--- config.mk ---
export PLATFORM = sky130hd
export DESIGN_NAME = bcd_rtc_core
export DESIGN_NICKNAME = d
export VERILOG_FILES = /design/src/rtl/rtc_pkg.sv /design/src/rtl/rtc_prescaler.sv /design/src/rtl/rtc_calendar.sv /design/src/rtl/rtc_alarm_match.sv /design/src/rtl/bcd_rtc_core.sv
export SDC_FILE = /design/constraint.sdc
export NUM_CORES = 1
export LEC_CHECK = 0
export BUFFER_PORTS_ARGS = -buffer_cell sky130_fd_sc_hd__buf_4
export CAP_MARGIN = 10
export CORE_MARGIN = 2
export CORE_UTILIZATION = 50
export CTS_CLUSTER_SIZE = 25
export DETAILED_ROUTE_END_ITERATION = 6
export GPL_TIMING_DRIVEN = 0
export PLACE_DENSITY = 0.64
export SLEW_MARGIN = 20
export SYNTH_ARGS = -nofsm -noshare
export SYNTH_HDL_FRONTEND = slang
export SYNTH_SLANG_ARGS = --single-unit
--- constraint.sdc ---
create_clock -name clk -period 6.1 [get_ports clk]
set_input_delay 0 -clock clk [delete_from_list [all_inputs] [get_ports clk]]
set_output_delay 0 -clock clk [all_outputs]
set_load 0.01 [all_outputs]
--- src/rtl/rtc_pkg.sv ---
package rtc_pkg;

   localparam int NFIELD = 6;

   typedef enum logic [2:0] {
      F_SEC = 3'd0,
      F_MIN = 3'd1,
      F_HR  = 3'd2,
      F_DAY = 3'd3,
      F_MON = 3'd4,
      F_YR  = 3'd5
   } field_e;

   // register byte addresses (field i of a group sits at base + 4*i)
   localparam logic [7:0] A_TIME  = 8'h00;
   localparam logic [7:0] A_ALARM = 8'h20;
   localparam logic [7:0] A_CTRL  = 8'h40;
   localparam logic [7:0] A_STAT  = 8'h44;
   localparam logic [7:0] A_IEN   = 8'h48;

   // status and enable bit positions
   localparam int SB_PWRUP = 7;
   localparam int SB_ALARM = 6;
   localparam int SB_SEC   = 2;
   localparam int SB_RUN   = 1;
   localparam int SB_BUSY  = 0;
   localparam int IB_ALARM = 3;
   localparam int IB_TIMER = 2;

   typedef logic [NFIELD-1:0][7:0] cal_t;

   function automatic logic [7:0] bcd_inc(input logic [7:0] v);
      if (v[3:0] >= 4'd9) return {v[7:4] + 4'd1, 4'd0};
      else                return {v[7:4], v[3:0] + 4'd1};
   endfunction

   function automatic logic [7:0] field_min(input int i);
      return (i == int'(F_DAY) || i == int'(F_MON)) ? 8'h01 : 8'h00;
   endfunction

   function automatic logic [7:0] field_max(input int i);
      case (i)
         0, 1:    return 8'h59;
         2:       return 8'h23;
         4:       return 8'h12;
         5:       return 8'h99;
         default: return 8'h31;
      endcase
   endfunction

   function automatic logic leap_year(input logic [7:0] y);
      logic [6:0] yb;
      yb = 7'({3'b000, y[7:4]} * 7'd10) + {3'b000, y[3:0]};
      return yb[1:0] == 2'b00;
   endfunction

   function automatic logic [7:0] month_len(input logic [7:0] m, input logic [7:0] y);
      case (m)
         8'h02:                      return leap_year(y) ? 8'h29 : 8'h28;
         8'h04, 8'h06, 8'h09, 8'h11: return 8'h30;
         default:                    return 8'h31;
      endcase
   endfunction

endpackage

--- src/rtl/rtc_prescaler.sv ---
module rtc_prescaler #(
   parameter int TICKS_PER_SEC = 32768
) (
   input  logic clk,
   input  logic rst_n,
   input  logic run_i,
   input  logic tick_en_i,
   output logic step_o,
   output logic busy_o
);
   localparam int CW = (TICKS_PER_SEC > 2) ? $clog2(TICKS_PER_SEC) : 1;
   localparam logic [CW-1:0] LAST = CW'(TICKS_PER_SEC - 1);

   if (TICKS_PER_SEC < 2) begin : g_bad_ticks
      $error("TICKS_PER_SEC must be at least 2");
   end

   logic [CW-1:0] cnt_q;
   logic          at_last;

   assign at_last = (cnt_q == LAST);
   assign busy_o  = run_i && at_last;
   assign step_o  = run_i && tick_en_i && at_last;

   always_ff @(posedge clk or negedge rst_n) begin
      if (!rst_n)                 cnt_q <= '0;
      else if (run_i && tick_en_i) cnt_q <= at_last ? '0 : cnt_q + 1'b1;
   end

   // busy only falls after a tick at the last count or a stop
   p_busy_drop_r6: assert property (@(posedge clk) disable iff (!rst_n)
      $fell(busy_o) |-> ($past(tick_en_i) || !$past(run_i) || !run_i));

endmodule

--- src/rtl/rtc_calendar.sv ---
module rtc_calendar
   import rtc_pkg::*;
(
   input  logic                clk,
   input  logic                rst_n,
   input  logic                step_i,
   input  logic [NFIELD-1:0]   wr_sel_i,
   input  logic [7:0]          wdata_i,
   output cal_t                time_o,
   output cal_t                next_o
);
   cal_t              time_q;
   logic [NFIELD:0]   carry;
   logic [7:0]        dim;

   assign carry[0] = step_i;
   assign dim      = month_len(time_q[F_MON], time_q[F_YR]);

   for (genvar i = 0; i < NFIELD; i++) begin : g_field
      logic [7:0] lim;
      logic       wrap;
      logic [7:0] inc;
      assign lim          = (i == int'(F_DAY)) ? dim : field_max(i);
      assign wrap         = (time_q[i] >= lim);
      assign inc          = wrap ? field_min(i) : bcd_inc(time_q[i]);
      assign carry[i+1]   = carry[i] && wrap;
      assign next_o[i]    = wr_sel_i[i] ? wdata_i : (carry[i] ? inc : time_q[i]);
   end

   always_ff @(posedge clk or negedge rst_n) begin
      if (!rst_n) begin
         for (int i = 0; i < NFIELD; i++) time_q[i] <= field_min(i);
      end else begin
         time_q <= next_o;
      end
   end

   assign time_o = time_q;

   // seconds wrap on a step from 59
   p_sec_wrap_r3: assert property (@(posedge clk) disable iff (!rst_n)
      (step_i && time_q[F_SEC] == 8'h59 && !wr_sel_i[F_SEC]) |=> (time_q[F_SEC] == 8'h00));

   // month wraps to 01 when carried into at 12
   p_mon_wrap_r3: assert property (@(posedge clk) disable iff (!rst_n)
      (carry[F_MON] && time_q[F_MON] == 8'h12 && !wr_sel_i[F_MON]) |=> (time_q[F_MON] == 8'h01));

   // a written field takes the written byte
   p_wr_prio_r5: assert property (@(posedge clk) disable iff (!rst_n)
      wr_sel_i[F_SEC] |=> (time_q[F_SEC] == $past(wdata_i)));

endmodule

--- src/rtl/rtc_alarm_match.sv ---
module rtc_alarm_match
   import rtc_pkg::*;
(
   input  cal_t time_i,
   input  cal_t alarm_i,
   output logic match_o
);
   logic [NFIELD-1:0] eq;

   for (genvar i = 0; i < NFIELD; i++) begin : g_cmp
      assign eq[i] = (time_i[i] == alarm_i[i]);
   end

   assign match_o = &eq;

endmodule

--- src/rtl/bcd_rtc_core.sv ---
module bcd_rtc_core
   import rtc_pkg::*;
#(
   parameter int TICKS_PER_SEC = 32768,
   parameter int ADDR_W        = 8
) (
   input  logic              clk,
   input  logic              rst_n,
   input  logic              tick_en,
   input  logic [ADDR_W-1:0] reg_addr,
   input  logic              reg_wr,
   input  logic [7:0]        reg_wdata,
   output logic [7:0]        reg_rdata,
   output logic              alarm_irq,
   output logic              timer_irq
);
   if (ADDR_W < 8) begin : g_bad_addr
      $error("ADDR_W must be at least 8");
   end

   localparam logic [ADDR_W-1:0] AD_CTRL = ADDR_W'(A_CTRL);
   localparam logic [ADDR_W-1:0] AD_STAT = ADDR_W'(A_STAT);
   localparam logic [ADDR_W-1:0] AD_IEN  = ADDR_W'(A_IEN);

   logic              run_q, ie_al_q, ie_tm_q;
   logic              st_pwr_q, st_al_q, st_sec_q;
   cal_t              alarm_q, time_w, next_w;
   logic [NFIELD-1:0] tsel, asel;
   logic              step, busy, match, stat_wr;

   for (genvar i = 0; i < NFIELD; i++) begin : g_dec
      assign tsel[i] = reg_wr && (reg_addr == ADDR_W'(A_TIME  + 8'(4 * i)));
      assign asel[i] = reg_wr && (reg_addr == ADDR_W'(A_ALARM + 8'(4 * i)));
   end

   assign stat_wr = reg_wr && (reg_addr == AD_STAT);

   rtc_prescaler #(.TICKS_PER_SEC(TICKS_PER_SEC)) u_presc (
      .clk       (clk),
      .rst_n     (rst_n),
      .run_i     (run_q),
      .tick_en_i (tick_en),
      .step_o    (step),
      .busy_o    (busy)
   );

   rtc_calendar u_cal (
      .clk      (clk),
      .rst_n    (rst_n),
      .step_i   (step),
      .wr_sel_i (tsel),
      .wdata_i  (reg_wdata),
      .time_o   (time_w),
      .next_o   (next_w)
   );

   rtc_alarm_match u_match (
      .time_i  (next_w),
      .alarm_i (alarm_q),
      .match_o (match)
   );

   always_ff @(posedge clk or negedge rst_n) begin
      if (!rst_n) begin
         alarm_q  <= '0;
         run_q    <= 1'b0;
         ie_al_q  <= 1'b0;
         ie_tm_q  <= 1'b0;
         st_pwr_q <= 1'b1;
         st_al_q  <= 1'b0;
         st_sec_q <= 1'b0;
      end else begin
         for (int i = 0; i < NFIELD; i++)
            if (asel[i]) alarm_q[i] <= reg_wdata;
         if (reg_wr && reg_addr == AD_CTRL) run_q <= reg_wdata[0];
         if (reg_wr && reg_addr == AD_IEN) begin
            ie_al_q <= reg_wdata[IB_ALARM];
            ie_tm_q <= reg_wdata[IB_TIMER];
         end
         if (stat_wr && reg_wdata[SB_PWRUP]) st_pwr_q <= 1'b0;
         if (step && match)                  st_al_q  <= 1'b1;
         else if (stat_wr && reg_wdata[SB_ALARM]) st_al_q <= 1'b0;
         if (step)                           st_sec_q <= 1'b1;
         else if (stat_wr && reg_wdata[SB_SEC]) st_sec_q <= 1'b0;
      end
   end

   always_comb begin
      reg_rdata = 8'h00;
      for (int i = 0; i < NFIELD; i++) begin
         if (reg_addr == ADDR_W'(A_TIME  + 8'(4 * i))) reg_rdata = time_w[i];
         if (reg_addr == ADDR_W'(A_ALARM + 8'(4 * i))) reg_rdata = alarm_q[i];
      end
      if (reg_addr == AD_CTRL) reg_rdata = {7'b0, run_q};
      if (reg_addr == AD_STAT) reg_rdata = {st_pwr_q, st_al_q, 3'b000, st_sec_q, run_q, busy};
      if (reg_addr == AD_IEN)  reg_rdata = {4'b0000, ie_al_q, ie_tm_q, 2'b00};
   end

   assign alarm_irq = st_al_q && ie_al_q;
   assign timer_irq = st_sec_q && ie_tm_q;

   // the alarm flag only rises on a step edge
   p_alarm_on_step_r7: assert property (@(posedge clk) disable iff (!rst_n)
      $rose(st_al_q) |-> $past(step));

   // the alarm flag holds until a one is written to it
   p_alarm_hold_r9: assert property (@(posedge clk) disable iff (!rst_n)
      (st_al_q && !(stat_wr && reg_wdata[SB_ALARM])) |=> st_al_q);

   // power-up flag never returns without a reset
   p_pwrup_once_r10: assert property (@(posedge clk) disable iff (!rst_n)
      !st_pwr_q |=> !st_pwr_q);

   // timer interrupt only while its enable is set
   p_timer_gate_r11: assert property (@(posedge clk) disable iff (!rst_n)
      $rose(timer_irq) |-> ($past(step) || $past(reg_wr)));

endmodule

==> results of run 1 <==
[worst register-to-register path: cells and delay by family (launching register included)]
| kind | cells | cell delay [ns] |
|---|---|---|
| DFF | 1 | 0.49 |
| buffers and inverters | 2 | 0.46 |
| adders and majority gates | 2 | 0.52 |
| AOI/OAI and AO/OA | 6 | 1.14 |
| and+or+nand+nor | 8 | 2.71 |
[cells in the final DEF, fill, tap and decap left out, types with 15 or more instances in the layout]
master,instances
sky130_fd_sc_hd__a21oi_1,36
sky130_fd_sc_hd__a22oi_1,25
sky130_fd_sc_hd__a31oi_1,23
sky130_fd_sc_hd__buf_2,15
sky130_fd_sc_hd__buf_4,23
sky130_fd_sc_hd__clkbuf_1,43
sky130_fd_sc_hd__clkbuf_16,17
sky130_fd_sc_hd__dfrtp_1,114
sky130_fd_sc_hd__ha_1,35
sky130_fd_sc_hd__inv_1,46
sky130_fd_sc_hd__nand2_1,120
sky130_fd_sc_hd__nand3_1,41
sky130_fd_sc_hd__nand4_1,24
sky130_fd_sc_hd__nor2_1,86
sky130_fd_sc_hd__nor3_1,20
sky130_fd_sc_hd__nor4_1,19
sky130_fd_sc_hd__o21ai_0,100
sky130_fd_sc_hd__xnor2_1,20
sky130_fd_sc_hd__xor2_1,26
[where the power goes]
part           switching [mW]  internal [mW]  total [mW]
Clock                   0.418          0.617        1.03
Combinational           0.254          0.139       0.393
Sequential             0.0723          0.819       0.891
[kinds of logic (layout without fill, tap and decap cells)]
group,after synthesis,count (layout)
AND/OR/NAND/NOR,412,412
buffers and inverters,110,170
AO/OA/AOI/OAI,315,315
XOR/XNOR,46,46
adder cells (fa/ha/maj),35,35
multiplexers,25,25
flip-flops,117,117
[routing by layer]
layer | track usage [%] | vias up
met4 | 22.5 | 0
met5 | 0 | -
met1 | 52.2 | 4418
li1 | - | 4085
met2 | 61.6 | 636
met3 | 10.7 | 171
[sequential cells by signal (all words and copies together), names as in the netlist]
name           cells
alarm_q           48
u_cal.time_o      48
u_presc.cnt_q     15
ie_al_q            1
ie_tm_q            1
run_q              1
st_al_q            1
st_pwr_q           1
st_sec_q           1
[area by class of cell]
type | instances | area share [%]
clock inverter | 13 | 1.48
timing repair buffer | 28 | 2.44
tap | 225 | 2.82
buffer | 62 | 2.78
sequential | 117 | 29.3
multi-input combinational | 833 | 54.9
clock buffer | 19 | 4.43
inverter | 48 | 1.80
[path summary, 6_finish.rpt]
path,startpoint,endpoint,slack (ns),depth (start not counted)
min reg2reg,st_pwr_q,st_pwr_q,0.44,2
min,reg_addr[7],u_cal.time_o[4],0.04,4
min in group asynchronous,rst_n,u_cal.time_o[35],0.06,2
max,u_cal.time_o[36],st_al_q,0.69,18
max reg2reg,u_cal.time_o[36],st_al_q,0.69,18
max in group asynchronous,rst_n,alarm_q[8],5.29,3
[repair_timing]
action,4_1_cts,5_1_grt
hold buffers,4,0
endpoints found under the setup margin,0,0
endpoints found under the hold margin,93,0
==> impl_summary.txt, run 1 <==
----------------------------------------------------
[Status]
  Status ... finished, violations left
  Violated checks ... DRC

[Synthesis]
  Synthesized Nets ... about 1100
  Number of enable flip-flop cells after synthesis ... 0
  Portion of the post-synthesis area used by sequential elements ... 33.0%
  Post-Syn Instances ... 1060
  Synth cell types ... 91
  FF+latch count, synth ... between 100 and 150
  Synth Area in Compound Gates ... roughly 24%
  Synthesized-area fraction occupied by xor and xnor cells ... 4.54%
  Proportion of synthesized area in mux cells ... 3.00%
  Post-synthesis share of cell area spent on full adders, half adders and majority gates ... 4.94%
  Commonest cells in the synthesized netlist ... 120 x sky130_fd_sc_hd__nand2_1, 114 x sky130_fd_sc_hd__dfrtp_1, 100 x sky130_fd_sc_hd__o21ai_0
  Combined area of all synthesized cells ... 0.00887 sq mm
  Area share of and/or/nand/nor cells after synthesis ... 24.9%
  Library cell with the largest summed area after synthesis ... sky130_fd_sc_hd__dfrtp_1
  Share of synthesized registers carrying an async set or reset ... 100%
  Combinational family with the most area after synthesis ... simple AND/OR/NAND/NOR gates
  Most instantiated flip-flop cell in the synthesis netlist ... sky130_fd_sc_hd__dfrtp_1
  Most common cell in the netlist ... sky130_fd_sc_hd__nand2_1
  Count of warnings emitted by yosys ... 0
  Ranking of synthesized cells by area ... sky130_fd_sc_hd__dfrtp_1 32%, sky130_fd_sc_hd__o21ai_0 5.6%, sky130_fd_sc_hd__nand2_1 5.1%
  Post-synth top area share ... 32.2%
  Mean cell area of the mapped netlist ... 8.37 sq um

[Placement]
  DP Cell Count ... ~1300
  Pre-CTS setup slack ... 0.909 ns
  Buffers added on ports ... 23
  Standard cell area after detailed placement ... 0.00936 sq mm
  Global placement routability congestion ... 1.05
  Placed wire-length estimate after detailed placement ... 27400 um

[Clock tree]
  CTS H-Tree Depth ... 4
  Clock tree from TritonCTS ... built
  Clk buf depth ... 2
  Worst skew pair latency ... 0.44 ns
  Number of sinks on the clock net ... 117
  Buffers inserted by post-CTS timing repair ... 0
  Num CTS Buffers ... 17
  CTS resizes ... 0
  Buffer type at the clock tree root ... sky130_fd_sc_hd__clkbuf_16
  Clock-pin slew on the worst setup and hold paths ... 0.06 ns

[Timing]
  Final-layout setup total negative slack ... 0 ns
  Number of setup violations in the final report ... 0
  Share of the clock period used by the worst path after layout ... 88.7%
  Unrepaired setup endpoints after global routing ... no
  Max-slew headroom at the worst pin ... 26.8%
  Worst hold slack across all endpoints ... approximately 0.036 ns
  Max-slew violation total from the final report ... 0
  Max Fclk ... 0.185 GHz
  Total count of hold-check failures in the final report ... 0
  Slew at the pin closest to its max-slew limit ... about 1.1 ns
  Setup Skew ... 0.0108 ns
  Worst-case setup margin in the final layout ... 0.690 ns
  Fin crit period ... 5.41 ns

[Pwr]
  Power per Cell Area ... approximately 230 mW/mm^2
  LEAKAGE ... 4.17 nW
  Pwr Total ... 2.32 mW
  Largest voltage drop on the vdd net ... between 0.2 and 0.25 mV

[Final layout]
  Final design area excluding fillers ... 0.00999 sq mm
  Ratio of cells with drive above 1 in the final layout ... between 10% and 20%
  Sequential cell area ... about 0.0029 sq mm
  Post-layout util ... 57.8%
  Number of antenna repair diodes ... 0
  Number of filler cells placed in the layout ... about 1600
  Multi-input gate area in the final layout ... ~0.0055 sq mm
  Post-synthesis to final-layout area growth ... 12.6%
  Fin nets ... 1162
  Final cell count without fillers ... 1345

[Floorplanning]
  Die H ... about 140 um
  Die Outline Area ... approximately 0.019 sq mm
  Effective utilization at floorplan ... 51.3%
  Top-level port count ... 30
  Placeable core region ... 0.0173 sq mm
  Number of standard-cell rows in the floorplan ... between 40 and 50
  Die width ... 137 um

[Worst setup path]
  Critical-path cell with the highest stage delay ... sky130_fd_sc_hd__nor4_1
  Series of cell instances along the critical path ... inv_1 > ha_1 > o211ai_1 > a21oi_1 > a31oi_1 > nor3_1 > nor2_1 > ha_1 > nand3_1 > nor2_1 > o211ai_2 > buf_2 > nor4_1 > nor4_1 > or4_1 > a2111oi_2 > nand4_1 > o41ai_2
  WS Path Type ... reg -> reg
  Biggest cell delay along the critical path ... a little under 0.9 ns
  Crit path buffers/inverters ... 2
  Kind of cell with the highest combined delay on the critical path ... simple AND/OR/NAND/NOR gates
  Critical Path End Type ... register
  Required time at the endpoint of the critical path ... 6.43 ns
  Data arrival time of the critical path ... between 5 and 6 ns
  Critical path peak fanout ... 10
  Launching element type of the critical path ... register

[Detailed routing]
  Final Routed Wirelength ... 37000 um
  Average routed wire per standard cell ... approximately 27 um
  Per-cell via count in the routed design ... 6.92
  Antenna violation net count after detailed routing ... 0
  DRC violations left ... 1
  Total length of routed met2 wires ... 16200 um
  Number of iterations in the first detailed-routing pass ... 7
  Number of vias after detailed routing ... roughly 9300
  Met3 Wirelength ... around 4000 um
  Sum of routed wire segments on met1 ... 14300 um
  First DRT Iteration DRCs ... 1131
  Highest metal layer used by the detailed router ... met4

[Global route]
  Total congestion overflow ... 0
  Number of antenna violations at the first check in global routing ... 2
  Vias in the first global route ... 8619
  Largest net degree at the start of global routing ... between 70 and 80
  First-pass GRT wire length ... 54900 um
  Global-route total usage across every layer ... 40.4%

[Hold path]
  Type of the worst min-delay path ... in -> reg

[Job]
  Number of maximum-capacitance constraint violations ... 0

----------------------------------------------------
No activity file was read; power rests on OpenSTA's default activity.
==> run 2, diff against run 1 <==
--- a/config.mk
+++ b/config.mk
@@ -13,6 +13,7 @@
 export DETAILED_ROUTE_END_ITERATION = 6
 export GPL_TIMING_DRIVEN = 0
 export PLACE_DENSITY = 0.64
+export RECOVER_POWER = 50
 export SLEW_MARGIN = 20
 export SYNTH_ARGS = -nofsm -noshare
 export SYNTH_HDL_FRONTEND = slang
==> constraint.sdc (replaced) <==
create_clock -name clk -period 5.75 [get_ports clk]
set_input_delay 0 -clock clk [delete_from_list [all_inputs] [get_ports clk]]
set_output_delay 0 -clock clk [all_outputs]
set_load 0.01 [all_outputs]
==> impl_summary.txt, run 2 (synthesized netlist as in run 1, its figures left out) <==
----------------------------------------------------
[Worst setup path]
  WS Path Type ... reg -> reg (unchanged)
  Critical-path cell with the highest stage delay ... sky130_fd_sc_hd__nor4_1 (unchanged)
  Critical Path End Type ... register (unchanged)
  Biggest cell delay along the critical path ... 0.89 ns (was 0.88 ns)
  Launch point of the worst path ... u_cal.time_o[36] (unchanged)
  CP endpoint ... st_al_q (unchanged)
  Depth of the most critical reg-to-reg path ... 18 (unchanged)
  Required time at the endpoint of the critical path ... 6.08 ns (was 6.43 ns)
  Reg-to-reg critical path startpoint ... u_cal.time_o[36] (unchanged)
  R2R setup slack ... 0.31 ns (was 0.69 ns)
  Data arrival time of the critical path ... 5.77 ns (was 5.74 ns)
  Launching element type of the critical path ... register (unchanged)
  Critical path peak fanout ... 10 (unchanged)
  RR Endpoint ... st_al_q (unchanged)
  Series of cell instances along the critical path ... inv_1 > ha_1 > o211ai_1 > a21oi_1 > a31oi_1 > nor3_1 > nor2_1 > ha_1 > nand3_1 > nor2_1 > o211ai_2 > buf_2 > nor4_1 > nor4_1 > or4_1 > a2111oi_2 > nand4_1 > o41ai_2 (unchanged)

[Clock tree]
  Clock tree from TritonCTS ... built (unchanged)
  Worst skew pair latency ... 0.44 ns (about the same)
  CTS resizes ... 0 (unchanged)
  Clock-pin slew on the worst setup and hold paths ... 0.06 ns (about the same)
  Number of sinks on the clock net ... 117 (unchanged)
  CTS H-Tree Depth ... 4 (unchanged)
  Clk buf depth ... 2 (unchanged)
  Num CTS Buffers ... 17 (unchanged)
  Buffer type at the clock tree root ... sky130_fd_sc_hd__clkbuf_16 (unchanged)

[Pwr]
  Share of power burned in registers ... 38.4% (about the same)
  Share of total power in the clock network ... 44.8% (was 44.6%)
  Switching Power ... 0.793 mW (was 0.744 mW)
  Relative contribution of combinational cells to total power ... 16.8% (was 16.9%)
  LEAKAGE ... 4.15 nW (was 4.17 nW)
  Largest voltage drop on the vdd net ... 0.250 mV (was 0.236 mV)
  Power per Cell Area ... 247 mW/mm^2 (was 232 mW/mm^2)
  Switching portion of total power ... 32.2% (was 32.1%)
  Pwr Total ... 2.46 mW (was 2.32 mW)
  Internal power consumption ... 1.67 mW (was 1.57 mW)

[Floorplanning]
  Top-level port count ... 30 (unchanged)
  Placeable core region ... 0.0173 sq mm (unchanged)
  Die Outline Area ... 0.0188 sq mm (unchanged)
  Effective utilization at floorplan ... 51.3% (unchanged)
  Die H ... 137 um (unchanged)
  Die width ... 137 um (unchanged)
  Number of standard-cell rows in the floorplan ... 48 (unchanged)

[Final layout]
  Most frequent standard cell in the layout excluding fill and tap cells ... sky130_fd_sc_hd__nand2_1 (unchanged)
  Post-layout util ... 57.6% (was 57.8%)
  Final cell count without fillers ... 1345 (unchanged)
  Leading cell types in the layout, fill and taps excluded ... 120 x sky130_fd_sc_hd__nand2_1, 114 x sky130_fd_sc_hd__dfrtp_1, 100 x sky130_fd_sc_hd__o21ai_0, 86 x sky130_fd_sc_hd__nor2_1, 46 x sky130_fd_sc_hd__inv_1 (unchanged)
  Fin nets ... 1162 (unchanged)
  Post-synthesis to final-layout area growth ... 12.3% (was 12.6%)
  Number of antenna repair diodes ... 0 (unchanged)
  Ratio of cells with drive above 1 in the final layout ... 11.1% (was 11.3%)

[Placement]
  DP Cell Count ... 1309 (unchanged)
  Global placement routability congestion ... 1.05 (unchanged)
  Pre-CTS setup slack ... 0.559 ns (was 0.909 ns)
  Buffers added on ports ... 23 (unchanged)
  Placed wire-length estimate after detailed placement ... 27400 um (unchanged)

[Timing]
  Worst-case setup margin in the final layout ... 0.314 ns (was 0.690 ns)
  Slew at the pin closest to its max-slew limit ... 2.73 ns (was 1.09 ns)
  Fin crit period ... 5.44 ns (was 5.41 ns)
  Number of setup violations in the final report ... 0 (unchanged)
  Max Fclk ... 0.184 GHz (was 0.185 GHz)
  Max-slew violation total from the final report ... 120 (was 0)
  Unrepaired setup endpoints after global routing ... no (unchanged)
  Max-slew headroom at the worst pin ... -82.0% (was 26.8%)
  Final-layout setup total negative slack ... 0 ns (unchanged)
  Setup Skew ... 0.0106 ns (was 0.0108 ns)
  Total count of hold-check failures in the final report ... 0 (unchanged)
  Share of the clock period used by the worst path after layout ... 94.5% (was 88.7%)

[Global route]
  Global-route total usage across every layer ... 40.4% (unchanged)
  First-pass GRT wire length ... 54900 um (unchanged)
  Number of antenna violations at the first check in global routing ... 2 (unchanged)
  Vias in the first global route ... 8619 (unchanged)
  Total congestion overflow ... 0 (unchanged)
  Largest net degree at the start of global routing ... 72 (unchanged)

[Detailed routing]
  DRC violations left ... 4 (was 1)
  Per-cell via count in the routed design ... 6.94 (was 6.92)
  Highest metal layer used by the detailed router ... met4 (unchanged)
  Antenna violation net count after detailed routing ... 0 (unchanged)
  Number of vias after detailed routing ... 9335 (was 9310)
  Sum of routed wire segments on met1 ... 14600 um (was 14300 um)
  Final Routed Wirelength ... 36900 um (was 37000 um)
  Average routed wire per standard cell ... 27.5 um (about the same)
  Met3 Wirelength ... 3750 um (was 3980 um)
  First DRT Iteration DRCs ... 1134 (was 1131)
  Total length of routed met2 wires ... 16200 um (about the same)
  Number of iterations in the first detailed-routing pass ... 7 (unchanged)

[Job]
  Number of maximum-capacitance constraint violations ... 2 (was 0)

[Status]
  Violated checks ... DRC, capacitance limit, slew limit (was DRC)
  Status ... finished, violations left (unchanged)

[Hold path]
  Type of the worst min-delay path ... in -> reg (unchanged)

----------------------------------------------------
==> run 2: worst min path at each step <==
stage / startpoint / end / cells past startpoint / slack, ns
floorplan: rst_n / alarm_q[0] / 0 / -0.30
global placement: reg_wdata[7] / st_pwr_q / 2 / 0.24
detailed placement: rst_n / u_cal.time_o[35] / 1 / -0.03
CTS: reg_addr[7] / u_cal.time_o[4] / 4 / 0.03
global route: reg_addr[6] / u_cal.time_o[4] / 4 / 0.06
finish: reg_addr[7] / u_cal.time_o[4] / 4 / 0.03
==> run 2: metal layers <==
metal	vias up	global-route usage [%]
li1	4073	-
met2	635	61.6
met4	0	22.5
met3	156	10.7
met1	4471	52.2
met5	-	0
==> run 2: layout make-up <==
cell class	count	area (sq um)
Buffer	62	278
Inverter	48	180
Sequential cell	117	2930
Fill cell	1617	7340
Clock inverter	13	148
Multi-Input combinational cell	833	5490
Clock buffer	19	443
Tap cell	225	282
Timing Repair Buffer	28	210
==> run 2: worst max-delay path: cells and delay by family, from the launching register on <==
kind	cells	cell delay, ns
simple gates	8	2.73
compound gates	6	1.14
fa+ha+maj	2	0.51
flops	1	0.50
buf+inv	2	0.45
==> run 2: what timing repair did <==
action | in CTS | in global routing
endpoints found under the hold margin | 93 | 0
setup buffers | 0 | 0
hold buffers | 4 | 0
==> run 2: power groups by stage <==
stage                     logic (mW)  registers (mW)  clock network (mW)
after detailed placement       0.399           0.956                   0
after global routing           0.448           0.948                1.14
final                          0.413           0.945                1.10
after floorplan                0.261           0.924                   0
after global placement         0.394           0.956                   0
after CTS                      0.404           0.941                1.10
==> run 2: metrics by stage <==
stage | hold slack, ns | cell area, sq um
floorplan | -0.296 | 8870
global placement | 0.243 | 9330
detailed placement | -0.0316 | 9360
CTS | 0.0274 | 9990
global route | 0.0577 | 9960
finish | 0.0330 | 9960
==> run 3, diff against run 2 <==
--- a/config.mk
+++ b/config.mk
@@ -14,6 +14,7 @@
 export GPL_TIMING_DRIVEN = 0
 export PLACE_DENSITY = 0.64
 export RECOVER_POWER = 50
+export SETUP_SLACK_MARGIN = 0.5
 export SLEW_MARGIN = 20
 export SYNTH_ARGS = -nofsm -noshare
 export SYNTH_HDL_FRONTEND = slang
==> impl_summary.txt, run 3 (synthesized netlist as in run 1, its figures left out) <==
----------------------------------------------------
[Detailed routing]
  Average routed wire per standard cell ... 27.5 um (about the same)
  First DRT Iteration DRCs ... 1249 (was 1134)
  Per-cell via count in the routed design ... 6.98 (was 6.94)
  Antenna violation net count after detailed routing ... 0 (unchanged)
  DRC violations left ... 0 (was 4)
  Final Routed Wirelength ... 36900 um (about the same)
  Number of iterations in the first detailed-routing pass ... 7 (unchanged)
  Number of vias after detailed routing ... 9383 (was 9335)

[Final layout]
  Final cell count without fillers ... 1345 (unchanged)
  Fin nets ... 1162 (unchanged)
  Final design area excluding fillers ... 0.0100 sq mm (was 0.00996 sq mm)
  Post-layout util ... 57.9% (was 57.6%)
  Most frequent standard cell in the layout excluding fill and tap cells ... sky130_fd_sc_hd__nand2_1 (unchanged)
  Ratio of cells with drive above 1 in the final layout ... 11.6% (was 11.1%)
  Number of antenna repair diodes ... 0 (unchanged)
  Number of filler cells placed in the layout ... 1611 (was 1617)
  Leading cell types in the layout, fill and taps excluded ... 120 x sky130_fd_sc_hd__nand2_1, 114 x sky130_fd_sc_hd__dfrtp_1, 99 x sky130_fd_sc_hd__o21ai_0, 85 x sky130_fd_sc_hd__nor2_1, 46 x sky130_fd_sc_hd__inv_1 (was 120 x sky130_fd_sc_hd__nand2_1, 114 x sky130_fd_sc_hd__dfrtp_1, 100 x sky130_fd_sc_hd__o21ai_0, 86 x sky130_fd_sc_hd__nor2_1, 46 x sky130_fd_sc_hd__inv_1)
  Post-synthesis to final-layout area growth ... 12.8% (was 12.3%)

[Placement]
  Pre-CTS setup slack ... 0.559 ns (unchanged)
  Buffers added on ports ... 23 (unchanged)
  Global placement routability congestion ... 1.05 (unchanged)
  Standard cell area after detailed placement ... 0.00936 sq mm (unchanged)
  Placed wire-length estimate after detailed placement ... 27400 um (unchanged)
  DP Cell Count ... 1309 (unchanged)

[Global route]
  Total congestion overflow ... 0 (unchanged)
  First-pass GRT wire length ... 54900 um (unchanged)
  Global-route total usage across every layer ... 40.4% (unchanged)
  Largest net degree at the start of global routing ... 72 (unchanged)
  Vias in the first global route ... 8619 (unchanged)
  Number of antenna violations at the first check in global routing ... 2 (unchanged)

[Floorplanning]
  Die Outline Area ... 0.0188 sq mm (unchanged)
  Number of standard-cell rows in the floorplan ... 48 (unchanged)
  Top-level port count ... 30 (unchanged)
  Effective utilization at floorplan ... 51.3% (unchanged)
  Placeable core region ... 0.0173 sq mm (unchanged)
  Die width ... 137 um (unchanged)
  Die H ... 137 um (unchanged)

[Pwr]
  Pwr Total ... 2.46 mW (about the same)
  LEAKAGE ... 4.16 nW (was 4.15 nW)
  Power per Cell Area ... 246 mW/mm^2 (was 247 mW/mm^2)
  Largest voltage drop on the vdd net ... 0.249 mV (was 0.250 mV)

[Status]
  Violated checks ... capacitance limit, slew limit (was DRC, capacitance limit, slew limit)
  Status ... finished, violations left (unchanged)

[Worst setup path]
  Required time at the endpoint of the critical path ... 6.08 ns (about the same)
  Critical path peak fanout ... 10 (unchanged)
  Critical Path End Type ... register (unchanged)
  Launching element type of the critical path ... register (unchanged)
  WS Path Type ... reg -> reg (unchanged)
  Data arrival time of the critical path ... 5.30 ns (was 5.77 ns)

[Timing]
  Final-layout setup total negative slack ... 0 ns (unchanged)
  Setup Skew ... 0.0121 ns (was 0.0106 ns)
  Fin crit period ... 4.97 ns (was 5.44 ns)
  Max-slew headroom at the worst pin ... -78.0% (was -82.0%)
  Worst hold slack across all endpoints ... 0.0428 ns (was 0.0330 ns)
  Max Fclk ... 0.201 GHz (was 0.184 GHz)
  Max-slew violation total from the final report ... 120 (unchanged)
  Unrepaired setup endpoints after global routing ... no (unchanged)
  Slew at the pin closest to its max-slew limit ... 2.67 ns (was 2.73 ns)
  Number of setup violations in the final report ... 0 (unchanged)
  Share of the clock period used by the worst path after layout ... 86.4% (was 94.5%)
  Worst-case setup margin in the final layout ... 0.785 ns (was 0.314 ns)
  Total count of hold-check failures in the final report ... 0 (unchanged)

[Clock tree]
  Clk buf depth ... 2 (unchanged)
  CTS H-Tree Depth ... 4 (unchanged)
  Clock tree from TritonCTS ... built (unchanged)
  Worst skew pair latency ... 0.44 ns (about the same)
  Buffer type at the clock tree root ... sky130_fd_sc_hd__clkbuf_16 (unchanged)
  Number of sinks on the clock net ... 117 (unchanged)
  Clock-pin slew on the worst setup and hold paths ... 0.06 ns (about the same)
  Num CTS Buffers ... 17 (unchanged)

[Job]
  Number of maximum-capacitance constraint violations ... 2 (unchanged)

[Hold path]
  Type of the worst min-delay path ... in -> reg (unchanged)

----------------------------------------------------
-- run 3: path summary, 6_finish.rpt --
check | startpoint | end | slack (ns) | depth (start not counted)
worst max-delay path | u_cal.time_o[32] | st_al_q | 0.78 | 18
worst min register to register | st_pwr_q | st_pwr_q | 0.45 | 2
min in group asynchronous | rst_n | u_cal.time_o[35] | 0.94 | 2
worst min-delay path | reg_addr[7] | u_cal.time_o[4] | 0.04 | 4
max in group asynchronous | rst_n | alarm_q[8] | 1.90 | 3
worst max register to register | u_cal.time_o[32] | st_al_q | 0.78 | 18
-- run 3: power breakdown --
part | internal [mW] | switching (mW) | total (mW) | leakage (nW)
clock network | 0.655 | 0.446 | 1.10 | 0.277
logic | 0.146 | 0.271 | 0.417 | 2.32
registers | 0.869 | 0.0774 | 0.946 | 1.57
-- run 3: layout make-up --
class / instances / area, sq um / area share [%]
plain buffers: 62 / 280 / 2.80
clock buffers: 19 / 443 / 4.43
clock inverters: 13 / 148 / 1.48
inverters: 48 / 180 / 1.80
multi-input cells: 833 / 5540 / 55.3
flip-flops and latches: 117 / 2930 / 29.3
well taps: 225 / 282 / 2.81
repair buffers: 28 / 210 / 2.10
-- run 3: metal layers --
metal | GRT usage (%) | share of wire (%)
met5 | 0 | 0
met4 | 22.5 | 7.0
met3 | 10.7 | 10
met2 | 61.6 | 44
met1 | 52.2 | 39
-- run 3: repair_timing --
item | CTS | global route
endpoints found under the setup margin | 0 | 1
buffers inserted | 0 | 0
hold endpoints to repair | 93 | 0
resized for setup | 0 | 10
hold buffers | 4 | 0
-- run 3: worst max-delay path, stage by stage, from the launching register on --
cell	delay [ns]
sky130_fd_sc_hd__dfstp_2	0.63
sky130_fd_sc_hd__inv_1	0.09
sky130_fd_sc_hd__ha_1	0.23
sky130_fd_sc_hd__o211ai_1	0.18
sky130_fd_sc_hd__a21oi_1	0.09
sky130_fd_sc_hd__a31oi_1	0.18
sky130_fd_sc_hd__nor3_2	0.07
sky130_fd_sc_hd__nor2_1	0.11
sky130_fd_sc_hd__ha_1	0.25
sky130_fd_sc_hd__a21o_1	0.18
sky130_fd_sc_hd__a211o_1	0.39
sky130_fd_sc_hd__o211ai_2	0.24
sky130_fd_sc_hd__buf_2	0.28
sky130_fd_sc_hd__o31a_1	0.30
sky130_fd_sc_hd__nor4_1	0.09
sky130_fd_sc_hd__or4_1	0.65
sky130_fd_sc_hd__a2111oi_2	0.36
sky130_fd_sc_hd__nand4_1	0.21
sky130_fd_sc_hd__o41ai_2	0.31
